--- src/rtl/rn_pkg.sv ---
package rn_pkg;

   // source of the register returned to the spare pool in a cycle
   typedef enum logic [1:0] {
      RET_NONE   = 2'd0,
      RET_UNDO   = 2'd1,
      RET_COMMIT = 2'd2
   } ret_src_e;

   // pointer width that never collapses to zero bits
   function automatic int ptr_width(input int depth);
      return (depth > 2) ? $clog2(depth) : 1;
   endfunction

endpackage

--- src/rtl/rn_map_table.sv ---
module rn_map_table #(
   parameter int NUM_ARCH = 32,
   parameter int NUM_PHYS = 64,
   parameter int NUM_SRC  = 2,
   localparam int AW = $clog2(NUM_ARCH),
   localparam int PW = $clog2(NUM_PHYS)
) (
   input  logic                          clk,
   input  logic                          rst_n,
   input  logic [NUM_SRC-1:0][AW-1:0]    rd_arch,
   output logic [NUM_SRC-1:0][PW-1:0]    rd_phys,
   input  logic [AW-1:0]                 dst_arch,
   output logic [PW-1:0]                 dst_phys,
   input  logic                          wr_en,
   input  logic [AW-1:0]                 wr_arch,
   input  logic [PW-1:0]                 wr_phys
);

   logic [PW-1:0] map_q [NUM_ARCH];

   always_ff @(posedge clk or negedge rst_n) begin
      if (!rst_n) begin
         for (int i = 0; i < NUM_ARCH; i++) map_q[i] <= PW'(i);
      end else if (wr_en) begin
         map_q[wr_arch] <= wr_phys;
      end
   end

   for (genvar g = 0; g < NUM_SRC; g++) begin : g_src_rd
      assign rd_phys[g] = map_q[rd_arch[g]];
   end

   assign dst_phys = map_q[dst_arch];

endmodule

--- src/rtl/rn_free_list.sv ---
module rn_free_list #(
   parameter int NUM_ARCH = 32,
   parameter int NUM_PHYS = 64,
   localparam int PW    = $clog2(NUM_PHYS),
   localparam int DEPTH = NUM_PHYS - NUM_ARCH,
   localparam int PTR_W = rn_pkg::ptr_width(DEPTH),
   localparam int CW    = $clog2(DEPTH + 1)
) (
   input  logic          clk,
   input  logic          rst_n,
   input  logic          pop,
   input  logic          push,
   input  logic [PW-1:0] push_phys,
   output logic [PW-1:0] head_phys,
   output logic          empty
);

   logic [PW-1:0]    slot_q [DEPTH];
   logic [PTR_W-1:0] rd_q, wr_q;
   logic [CW-1:0]    cnt_q;

   function automatic logic [PTR_W-1:0] bump(input logic [PTR_W-1:0] p);
      return (p == PTR_W'(DEPTH - 1)) ? '0 : p + 1'b1;
   endfunction

   always_ff @(posedge clk or negedge rst_n) begin
      if (!rst_n) begin
         for (int i = 0; i < DEPTH; i++) slot_q[i] <= PW'(NUM_ARCH + i);
         rd_q  <= '0;
         wr_q  <= '0;
         cnt_q <= CW'(DEPTH);
      end else begin
         if (push) begin
            slot_q[wr_q] <= push_phys;
            wr_q         <= bump(wr_q);
         end
         if (pop) rd_q <= bump(rd_q);
         cnt_q <= cnt_q + CW'(push) - CW'(pop);
      end
   end

   assign head_phys = slot_q[rd_q];
   assign empty     = (cnt_q == '0);

   // an allocation never takes from an empty pool
   a_r8_no_pop_empty: assert property (@(posedge clk) disable iff (!rst_n)
      pop |-> cnt_q != '0);

   // a returned register always finds a free slot
   a_r3_no_push_full: assert property (@(posedge clk) disable iff (!rst_n)
      (push && !pop) |-> cnt_q != CW'(DEPTH));

endmodule

--- src/rtl/rn_history_buf.sv ---
module rn_history_buf #(
   parameter int DEPTH = 32,
   parameter int SEQ_W = 16,
   parameter int AW    = 5,
   parameter int PW    = 6,
   localparam int PTR_W = rn_pkg::ptr_width(DEPTH),
   localparam int CW    = $clog2(DEPTH + 1)
) (
   input  logic             clk,
   input  logic             rst_n,
   input  logic             push,
   input  logic             push_ph,
   input  logic [SEQ_W-1:0] push_seq,
   input  logic [AW-1:0]    push_arch,
   input  logic [PW-1:0]    push_new,
   input  logic [PW-1:0]    push_prev,
   input  logic             pop_old,
   input  logic             pop_new,
   output logic             old_ph,
   output logic [SEQ_W-1:0] old_seq,
   output logic [PW-1:0]    old_prev,
   output logic             new_ph,
   output logic [SEQ_W-1:0] new_seq,
   output logic [AW-1:0]    new_arch,
   output logic [PW-1:0]    new_new,
   output logic [PW-1:0]    new_prev,
   output logic             empty,
   output logic             full
);

   typedef struct packed {
      logic             ph;
      logic [SEQ_W-1:0] seq;
      logic [AW-1:0]    arch;
      logic [PW-1:0]    pnew;
      logic [PW-1:0]    pprev;
   } ent_t;

   ent_t             mem_q [DEPTH];
   logic [PTR_W-1:0] head_q, tail_q, last_idx;
   logic [CW-1:0]    cnt_q;
   ent_t             old_e, new_e;

   function automatic logic [PTR_W-1:0] bump(input logic [PTR_W-1:0] p);
      return (p == PTR_W'(DEPTH - 1)) ? '0 : p + 1'b1;
   endfunction

   assign last_idx = (tail_q == '0) ? PTR_W'(DEPTH - 1) : tail_q - 1'b1;

   always_ff @(posedge clk) begin
      if (push) mem_q[tail_q] <= '{ph: push_ph, seq: push_seq, arch: push_arch,
                                   pnew: push_new, pprev: push_prev};
   end

   always_ff @(posedge clk or negedge rst_n) begin
      if (!rst_n) begin
         head_q <= '0;
         tail_q <= '0;
         cnt_q  <= '0;
      end else begin
         if (push)    tail_q <= bump(tail_q);
         if (pop_new) tail_q <= last_idx;
         if (pop_old) head_q <= bump(head_q);
         cnt_q <= cnt_q + CW'(push) - CW'(pop_old) - CW'(pop_new);
      end
   end

   assign old_e    = mem_q[head_q];
   assign new_e    = mem_q[last_idx];
   assign old_ph   = old_e.ph;
   assign old_seq  = old_e.seq;
   assign old_prev = old_e.pprev;
   assign new_ph   = new_e.ph;
   assign new_seq  = new_e.seq;
   assign new_arch = new_e.arch;
   assign new_new  = new_e.pnew;
   assign new_prev = new_e.pprev;
   assign empty    = (cnt_q == '0);
   assign full     = (cnt_q == CW'(DEPTH));

   // no entry is written into a full history
   a_r9_no_push_full: assert property (@(posedge clk) disable iff (!rst_n)
      push |-> cnt_q != CW'(DEPTH));

   // the unwind only takes entries that exist and never races a rename
   a_r5_undo_pop_valid: assert property (@(posedge clk) disable iff (!rst_n)
      pop_new |-> (cnt_q != '0) && !push && !pop_old);

   // retirement only takes entries that exist
   a_r7_retire_pop_valid: assert property (@(posedge clk) disable iff (!rst_n)
      pop_old |-> cnt_q != '0);

endmodule

--- src/rtl/reg_rename.sv ---
module reg_rename #(
   parameter int NUM_ARCH = 32,
   parameter int NUM_PHYS = 64,
   parameter int HB_DEPTH = 32,
   parameter int NUM_SRC  = 2,
   parameter int SEQ_W    = 16,
   parameter int CNT_W    = 16,
   localparam int ARCH_W  = $clog2(NUM_ARCH),
   localparam int PHYS_W  = $clog2(NUM_PHYS)
) (
   input  logic                       clk,
   input  logic                       rst_n,
   input  logic                       req_valid,
   input  logic [SEQ_W-1:0]           req_seq,
   input  logic [NUM_SRC*ARCH_W-1:0]  req_src_arch,
   input  logic                       req_dst_valid,
   input  logic [ARCH_W-1:0]          req_dst_arch,
   input  logic                       commit_valid,
   input  logic [SEQ_W-1:0]           commit_seq,
   input  logic                       squash_valid,
   input  logic [SEQ_W-1:0]           squash_seq,
   output logic                       rename_ack,
   output logic                       stall,
   output logic [NUM_SRC*PHYS_W-1:0]  src_phys,
   output logic [PHYS_W-1:0]          dst_phys_new,
   output logic [PHYS_W-1:0]          dst_phys_prev,
   output logic [CNT_W-1:0]           cnt_dst_renames,
   output logic [CNT_W-1:0]           cnt_src_lookups,
   output logic [CNT_W-1:0]           cnt_placeholders,
   output logic [CNT_W-1:0]           cnt_commit_maps,
   output logic [CNT_W-1:0]           cnt_undo_maps,
   output logic [CNT_W-1:0]           cnt_undo_live
);
   import rn_pkg::*;

   // elaboration-time parameter checks
   if (NUM_PHYS <= NUM_ARCH + 1) begin : g_chk_phys
      $error("reg_rename: NUM_PHYS must exceed NUM_ARCH by at least two");
   end
   if (NUM_ARCH != (1 << ARCH_W) || NUM_ARCH < 2) begin : g_chk_arch
      $error("reg_rename: NUM_ARCH must be a power of two");
   end
   if (HB_DEPTH < 2) begin : g_chk_hb
      $error("reg_rename: HB_DEPTH must be at least two");
   end
   if (NUM_SRC < 1) begin : g_chk_src
      $error("reg_rename: NUM_SRC must be at least one");
   end

   // recovery and retirement state
   logic             undo_q;
   logic [SEQ_W-1:0] undo_tgt_q;
   logic             done_seen_q;
   logic [SEQ_W-1:0] done_tgt_q;

   // history buffer view
   logic             hb_empty, hb_full;
   logic             hb_old_ph, hb_new_ph;
   logic [SEQ_W-1:0] hb_old_seq, hb_new_seq;
   logic [PHYS_W-1:0] hb_old_prev, hb_new_new, hb_new_prev;
   logic [ARCH_W-1:0] hb_new_arch;

   // free pool view
   logic              fl_empty, fl_push;
   logic [PHYS_W-1:0] fl_head, fl_push_phys;
   ret_src_e          ret_sel;

   // map write port
   logic              map_wr;
   logic [ARCH_W-1:0] map_wr_arch;
   logic [PHYS_W-1:0] map_wr_phys;

   logic undo_hit, retire_hit, alloc;

   assign undo_hit   = undo_q && !hb_empty && (hb_new_seq > undo_tgt_q);
   assign retire_hit = !undo_q && !squash_valid && done_seen_q && !hb_empty &&
                       (hb_old_seq <= done_tgt_q);

   assign stall      = squash_valid || undo_q ||
                       (req_valid && (hb_full || (req_dst_valid && fl_empty)));
   assign rename_ack = req_valid && !stall;
   assign alloc      = rename_ack && req_dst_valid;

   // one register at most returns to the pool per cycle
   always_comb begin
      ret_sel = RET_NONE;
      if (undo_hit && !hb_new_ph)          ret_sel = RET_UNDO;
      else if (retire_hit && !hb_old_ph)   ret_sel = RET_COMMIT;
   end

   always_comb begin
      fl_push      = 1'b0;
      fl_push_phys = '0;
      unique case (ret_sel)
         RET_UNDO:   begin fl_push = 1'b1; fl_push_phys = hb_new_new;  end
         RET_COMMIT: begin fl_push = 1'b1; fl_push_phys = hb_old_prev; end
         default:    ;
      endcase
   end

   // unwinding restores the map; otherwise a new destination writes it
   always_comb begin
      map_wr      = 1'b0;
      map_wr_arch = req_dst_arch;
      map_wr_phys = fl_head;
      if (undo_hit) begin
         map_wr      = !hb_new_ph;
         map_wr_arch = hb_new_arch;
         map_wr_phys = hb_new_prev;
      end else if (alloc) begin
         map_wr      = 1'b1;
      end
   end

   rn_map_table #(
      .NUM_ARCH (NUM_ARCH),
      .NUM_PHYS (NUM_PHYS),
      .NUM_SRC  (NUM_SRC)
   ) map_i (
      .clk      (clk),
      .rst_n    (rst_n),
      .rd_arch  (req_src_arch),
      .rd_phys  (src_phys),
      .dst_arch (req_dst_arch),
      .dst_phys (dst_phys_prev),
      .wr_en    (map_wr),
      .wr_arch  (map_wr_arch),
      .wr_phys  (map_wr_phys)
   );

   rn_free_list #(
      .NUM_ARCH (NUM_ARCH),
      .NUM_PHYS (NUM_PHYS)
   ) pool_i (
      .clk       (clk),
      .rst_n     (rst_n),
      .pop       (alloc),
      .push      (fl_push),
      .push_phys (fl_push_phys),
      .head_phys (fl_head),
      .empty     (fl_empty)
   );

   rn_history_buf #(
      .DEPTH (HB_DEPTH),
      .SEQ_W (SEQ_W),
      .AW    (ARCH_W),
      .PW    (PHYS_W)
   ) hist_i (
      .clk       (clk),
      .rst_n     (rst_n),
      .push      (rename_ack),
      .push_ph   (!req_dst_valid),
      .push_seq  (req_seq),
      .push_arch (req_dst_arch),
      .push_new  (fl_head),
      .push_prev (dst_phys_prev),
      .pop_old   (retire_hit),
      .pop_new   (undo_hit),
      .old_ph    (hb_old_ph),
      .old_seq   (hb_old_seq),
      .old_prev  (hb_old_prev),
      .new_ph    (hb_new_ph),
      .new_seq   (hb_new_seq),
      .new_arch  (hb_new_arch),
      .new_new   (hb_new_new),
      .new_prev  (hb_new_prev),
      .empty     (hb_empty),
      .full      (hb_full)
   );

   assign dst_phys_new = fl_head;

   always_ff @(posedge clk or negedge rst_n) begin
      if (!rst_n) begin
         undo_q      <= 1'b0;
         undo_tgt_q  <= '0;
         done_seen_q <= 1'b0;
         done_tgt_q  <= '0;
      end else begin
         if (squash_valid) begin
            undo_q     <= 1'b1;
            undo_tgt_q <= squash_seq;
         end else if (undo_q && !undo_hit) begin
            undo_q     <= 1'b0;
         end
         if (commit_valid && !squash_valid) begin
            done_seen_q <= 1'b1;
            done_tgt_q  <= commit_seq;
         end
      end
   end

   always_ff @(posedge clk or negedge rst_n) begin
      if (!rst_n) begin
         cnt_dst_renames  <= '0;
         cnt_src_lookups  <= '0;
         cnt_placeholders <= '0;
         cnt_commit_maps  <= '0;
         cnt_undo_maps    <= '0;
         cnt_undo_live    <= '0;
      end else begin
         if (alloc)                        cnt_dst_renames  <= cnt_dst_renames + 1'b1;
         if (rename_ack)                   cnt_src_lookups  <= cnt_src_lookups + CNT_W'(NUM_SRC);
         if (rename_ack && !req_dst_valid) cnt_placeholders <= cnt_placeholders + 1'b1;
         if (retire_hit && !hb_old_ph)     cnt_commit_maps  <= cnt_commit_maps + 1'b1;
         if (undo_hit)                     cnt_undo_maps    <= cnt_undo_maps + 1'b1;
         if (undo_hit && !hb_new_ph)       cnt_undo_live    <= cnt_undo_live + 1'b1;
      end
   end

   // a flush always starts an unwind in the following cycle
   a_r6_flush_starts_unwind: assert property (@(posedge clk) disable iff (!rst_n)
      squash_valid |=> undo_q);

   // when the unwind ends, no entry newer than the target is left
   a_r5_unwind_complete: assert property (@(posedge clk) disable iff (!rst_n)
      $fell(undo_q) |-> (hb_empty || (hb_new_seq <= undo_tgt_q)));

   // nothing is accepted while recovery is pending
   a_r6_no_ack_in_recovery: assert property (@(posedge clk) disable iff (!rst_n)
      $past(squash_valid) |-> !rename_ack);

endmodule

--- config.mk ---
export PLATFORM = sky130hd
export DESIGN_NAME = reg_rename
export DESIGN_NICKNAME = d
export VERILOG_FILES = /design/src/rtl/rn_pkg.sv /design/src/rtl/rn_map_table.sv /design/src/rtl/rn_free_list.sv /design/src/rtl/rn_history_buf.sv /design/src/rtl/reg_rename.sv
export SDC_FILE = /design/constraint.sdc
export NUM_CORES = 2
export LEC_CHECK = 0
export CORE_ASPECT_RATIO = 0.8
export CORE_UTILIZATION = 60
export CTS_CLUSTER_DIAMETER = 150
export DETAILED_ROUTE_END_ITERATION = 12
export PLACE_DENSITY = 0.81
export SYNTH_ARGS = -nofsm -noshare
export SYNTH_HDL_FRONTEND = slang
export SYNTH_HIERARCHICAL = 1
export SYNTH_SLANG_ARGS = --single-unit
--- constraint.sdc ---
create_clock -name clk -period 9.4 [get_ports clk]
set_input_delay 1.41 -clock clk [delete_from_list [all_inputs] [get_ports clk]]
set_output_delay 1.41 -clock clk [all_outputs]
set_load 0.02 [all_outputs]
# Word level (Yosys, flattened, before mapping)
# Memory sizes are Yosys's and may differ from the RTL's.
# Cells that the tools add are included.
# classes
bitwise_logic,6
order_cmp,10
n_reduce_logical,34
add_sub_neg,16
mux,37
eq_ne,7
# ops
cell,count
bitwise mux 192 bit,2
binary-select mux 6 bit (select 5 bit),4
"adder 16 x 1 -> 16 bit, second input constant",5
two-way mux 6 bit,11
demux 6 bit (select 5 bit),2
two-way mux 5 bit,8
"greater-or-equal comparator 6 bit, second input constant",6
inverter 5 -> 6 bit,6
"adder 5 x 1 -> 5 bit, second input constant",4
"equality test 5 bit, second input constant",4
subtractor 6 x 1 -> 6 bit,3
logical AND 1 bit,17
"adder 16 x 2 -> 16 bit, second input constant",1
> comparator 16 bit,1
less-or-equal comparator 16 bit,1
adder 6 x 1 -> 6 bit,2
zero test 6 bit,2
"less-than comparator 6 x 1 -> 1 bit, second input constant",2
one-hot mux 6 bit (2 select lines),1
zero test 1 bit,8
two-way mux 1 bit,7
"equality test 6 bit, second input constant",1
zero test 5 bit,1
"subtractor 5 x 1 -> 5 bit, second input constant",1
6 further kinds,10
# totals
memories,1
regBits,546
ram_bits,1088
word_cells,191
inputBits,69
# mem_list
name,words,word_bits,read_ports,rd_ports_with_merged_regs,wr,line,source
hist_i.mem_q,32,34,2,0,1,rn_history_buf.sv:39,ent_t mem_q [DEPTH];

# Depth between registers and ports, before layout
# logic_depth
word_depth,13
depth_mapped,30

# Cells and area by module
# Netlist, hierarchy kept.
# by_module_without_submodules
module,cells_each,area_per_inst_um2,seq_area_each_um2,n_inst
rn_history_buf,2206,48396.4,33071.7,1
rn_map_table,687,11942.7,4904.7,1
rn_free_list,651,10022.1,5346.4,1
reg_rename,627,6652.6,3228.1,1

# Worst setup path before layout
# OpenSTA, ideal clock, no wires.
# synth_path
path_kind,reg-to-reg
startpoint,register hist_i.tail_q[0]
endpoint,register hist_i.cnt_q[5]
stages_incl_launch_ff,28
n_path_buf,4
period_less_slack_ns,6.175
arrival_time_ns,6.095
setup_time_ns,0.079
slack_ns,3.225
cell_sequence,dfrtp_1 > inv_1 > ha_1 > nor2b_1 > a21oi_2 > buf_2 > buf_2 > mux4_2 > a22oi_1 > nand4_1 > o21a_1 > ha_1 > a21oi_1 > o21a_1 > o221ai_1 > a2111o_1 > nand2_1 > buf_4 > inv_1 > clkbuf_1 > inv_1 > fa_1 > ha_1 > ha_1 > fa_1 > a21o_1 > a21oi_1 > xor2_1
# synth_via
elab_chain_len,6
word_cells_on_any_way,7
cone_classes,add/sub: 2; order compare: 1; mux: 1; reduce/logical: 2; memory: 1
# synth_rtl
item,line,source
from (decl),rn_history_buf.sv:40,"logic [PTR_W-1:0] head_q, tail_q, last_idx;"
from (signal assigned),rn_history_buf.sv:61,if (push) tail_q <= bump(tail_q);
from (signal assigned),rn_history_buf.sv:62,if (pop_new) tail_q <= last_idx;
subtractor 5 x 1 -> 5 bit / zero test 5 bit (equally long branches),rn_history_buf.sv:48,assign last_idx = (tail_q == '0) ? PTR_W'(DEPTH - 1) : tail_q - 1'b1;
two-way mux 5 bit (*),rn_history_buf.sv:48,
memory read (32 x 34 bit) (*),n/a,
via hb_new_seq[7],reg_rename.sv:59,"logic [SEQ_W-1:0] hb_old_seq, hb_new_seq;"
> comparator 16 bit (*),reg_rename.sv:75,assign undo_hit = undo_q && !hb_empty && (hb_new_seq > undo_tgt_q);
logical AND 1 bit (*),reg_rename.sv:75,
via undo_hit,reg_rename.sv:73,"logic undo_hit, retire_hit, alloc;"
subtractor 6 x 1 -> 6 bit (*),rn_history_buf.sv:64,cnt_q <= cnt_q + CW'(push) - CW'(pop_old) - CW'(pop_new);
to (signal assigned),rn_history_buf.sv:64,
to (decl),rn_history_buf.sv:41,logic [CW-1:0] cnt_q;
# Mark *: on every way through the listed nets, which the timed path passes. The rest lies on a longest branch.
# A chain may end at the register's enable or synchronous reset.

# Worst setup path after layout
# Same ends and word-level chain as after synthesis.

==> reports/results.ini <==
[global_routing]
grt_pass1_wl_um = 298100
grtUsageTotal = 0.3162
antenna_found_initial = 7
grt_max_degree = 142
grt_pass1_vias = 44256
overflow = 0

[floorplanning]
num_rows = 117
die_width_um = 402.6
die_y_um = 322.4
fp.coreArea_um2 = 127200
die_area_um2 = 129800
ioPinCount = 191
start_util = 0.6054

[setup_path]
cp_cell_sequence = inv_1, ha_1, nor2b_1, a21oi_4, buf_12, mux4_2, mux2i_1, mux2i_1, o21a_1, ha_1, o211ai_1, a2111oi_2, a2111o_1, nand2_1, inv_1, inv_1, fa_1, ha_1, ha_1, fa_1, a21o_1, a21oi_1, xor2_1
crit_family = compound AO/OA/AOI/OAI gates
cp-start-kind = flip-flop
path_class = flip-flop to flip-flop
crit_fanout = 71
crit_buf_inv = 4
crit_required_ps = 10110
critical_path_arrival_ps = 8980
critPathSlowestCell = a2111o_1
endpoint_kind = flip-flop
critPathMostFrequentCell = ha_1
crit_path_max_incr_delay_ps = 670

[synthesis]
syn_avg_cell_area_um2 = 18.46
synthesis.nets = 4313
synth.top_cell.area_share = 0.4242
synthDistinctLibCells = 83
synth-seq-area-share = 0.6044
ys_top_cells_by_area = edfxtp_1 (42%), mux4_2 (21%), dfrtp_1 (11%)
yosys_warnings = 6
synth-edff-count = 1088
yosys_most_used_dff = edfxtp_1
synth_cells = 4171
synth_top_cell_by_area = edfxtp_1
synth-seq-cells = 1633
async_flop_share = 0.3337
synth_area_um2 = 77010

[routing]
vias_per_cell = 7.190
drc = 2
dr.pass1.iters = 9
drt_wl_total_um = 201200
ant_nets = 0
num_vias = 44104
wl_per_cell_um = 32.80
first_iter_violations = 6483

[power]
power_switching_mw = 10.23
ir_drop_uv = 404.3
pwr-share-seq = 0.341
clkPwrFrac = 0.227
pwr-share-comb = 0.432
power_density_nw_per_um2 = 320.5
intPower_mw = 17.26
switching_share = 0.3721
p_leak_nw = 30.34

[sta]
setup-tns-final_ps = 0
fin_crit_sh = 0.8796
maxSlewHeadroom = 0.1206
finalCriticalPeriod_ps = 8268
drv_slew = 0
finalHoldViolations = 0
setup_viol = 0
timing.fmax_mhz = 120.9
rsz0062_at_grt = false
skew_ps = 49.41
worst_pin_slew_ps = 1319

[run_status]
status = finished with violations
violations = DRC

[clocking]
cts_tree = built
cts_setup_buffers = 0
clock_path_buffers = 3
path_clk_slew_ps = 70
cts_hold_buf = 0
h-tree-depth = 4
clock-root-buffer = clkbuf_16
clock-sinks = 1633
cts_buffers = 154
cts_resized = 0
insertion_delay_ps = 800

[finish]
fill_cells = 7906
syn_to_final_growth_pct = 11.39
final_area_um2 = 85790
nNetsFinal = 4482
stdcell_count = 6134
drive_above_1_share = 0.4018

[placed_design]
dpl_cell_area_um2 = 80780
dp_hpwl_um = 115000
port_buffers = 189
dp_cells = 5850
routabilityCongestion = 0.8562

[worst_hold_path]
hp-class = flip-flop to flip-flop

[flow_run]
maxCapViolCount = 0

## power groups by stage
stage | combinational [mW] | sequential (mW) | clock [mW]
detailed placement | 11.6 | 9.49 | 0
global route | 12.5 | 9.46 | 6.58
finish | 11.9 | 9.37 | 6.23
global placement | 11.4 | 9.44 | 0
CTS | 11.7 | 9.36 | 6.31
floorplan | 8.46 | 9.16 | 0
## cells in the mapped netlist, types with 13 or more instances
cell type,count
a21oi_1,26
a22oi_1,35
and3_1,27
buf_1,14
buf_2,63
buf_4,25
buf_6,18
clkbuf_1,155
dfrtp_1,352
dfstp_2,193
edfxtp_1,1088
ha_1,70
inv_1,71
mux2_2,435
mux2i_1,101
mux4_1,13
mux4_2,712
nand2_1,103
nand3_1,116
nand4_1,64
nor2_1,64
nor3_1,24
o21a_1,36
o21ai_0,40
o22ai_1,28
xnor2_1,50
xor2_1,45
## cell usage in the layout, fill, tap and decap left out, types with 28 or more instances in the layout
master / synthesis / routed
clkdlybuf4s50_1: 0 / 180
a22oi_1: 35 / 35
dfstp_2: 193 / 193
nor2_1: 64 / 42
xnor2_1: 50 / 50
buf_4: 25 / 100
nor2_4: 9 / 31
ha_1: 70 / 70
o22ai_1: 28 / 28
inv_1: 71 / 71
edfxtp_1: 1088 / 1088
o21ai_0: 40 / 40
nand2_1: 103 / 103
nand4_1: 64 / 64
clkbuf_1: 155 / 38
mux2_2: 435 / 435
mux4_2: 712 / 712
nand3_1: 116 / 116
mux2i_1: 101 / 101
dfrtp_1: 352 / 345
o21a_1: 36 / 35
xor2_1: 45 / 45
clkbuf_16: 0 / 157
## routing by layer
| metal | GRT usage | wire, um | vias to the layer above |
|---|---|---|---|
| li1 | - | - | 17464 |
| met1 | 0.4574 | 75250 | 23071 |
| met2 | 0.4698 | 91710 | 3108 |
| met3 | 0.09306 | 28020 | 457 |
| met4 | 0.09720 | 6176 | 4 |
| met5 | 0 | 27 | - |
## cell type report
class	count	area, um2	share of cell area
clock buffer	210	4278	0.04987
multi-input combinational	2186	29110	0.3394
clock inverter	73	728.2	0.008489
antenna	1	2.502	0.00002917
sequential	1633	46570	0.5429
timing repair buffer	292	2728	0.03180
tap	1666	2085	0.02430
inverter	73	281.5	0.003282
## worst paths after layout
| kind | cells after the start | startpoint | slack [ps] | end |
|---|---|---|---|---|
| setup / recovery | 23 | hist_i/tail_q[0] | 1130 | hist_i/cnt_q[5] |
| hold / removal | 1 | cnt_src_lookups[15] | 470 | cnt_src_lookups[15] |
| setup reg to reg | 23 | hist_i/tail_q[0] | 1130 | hist_i/cnt_q[5] |
| hold reg to reg | 1 | cnt_src_lookups[15] | 470 | cnt_src_lookups[15] |
| max in group asynchronous | 3 | rst_n | 6850 | map_i/map_q[42] |
| min in group asynchronous | 1 | rst_n | 610 | undo_tgt_q[10] |
## kinds of logic (layout without fill, tap and decap cells)
kind of cell | Yosys count | count (layout) | synth area share
AOI/OAI and AO/OA | 218 | 218 | 0.01967
and+or+nand+nor | 517 | 517 | 0.03768
buffers and inverters | 352 | 648 | 0.02174
other | 1 | 2 | 0.00004869
adders and majority gates | 73 | 73 | 0.01215
DFF | 1633 | 1633 | 0.6044
xor gates and xnor gates | 95 | 95 | 0.01080
muxes | 1282 | 1282 | 0.2935
## flip-flops by register name, indices dropped and copies added (netlist names), 6 cells and up
| signal | cells |
|---|---|
| map_i/map_q | 192 |
| cnt_undo_live | 16 |
| hist_i/mem_q | 1088 |
| cnt_placeholders | 16 |
| hist_i/cnt_q | 6 |
| cnt_src_lookups | 15 |
| undo_tgt_q | 16 |
| pool_i/cnt_q | 6 |
| cnt_undo_maps | 16 |
| done_tgt_q | 16 |
| pool_i/slot_q | 192 |
| cnt_dst_renames | 16 |
| cnt_commit_maps | 16 |
## per-stage QoR
stage | util | hold WS [ps] | setup slack, ps | power (mW)
2_1_floorplan | - | 439.8 | 3225 | 17.62
3_3_place_gp | 0.6350 | 456.7 | 1572 | 20.81
3_5_place_dp | 0.6350 | 459.4 | 1302 | 21.11
4_1_cts | 0.6743 | 470.0 | 1230 | 27.40
5_1_grt | 0.6743 | 497.0 | 558.9 | 28.55
6_report | 0.6743 | 465.6 | 1132 | 27.49
Note: power is estimated with default switching activity, not from simulation.
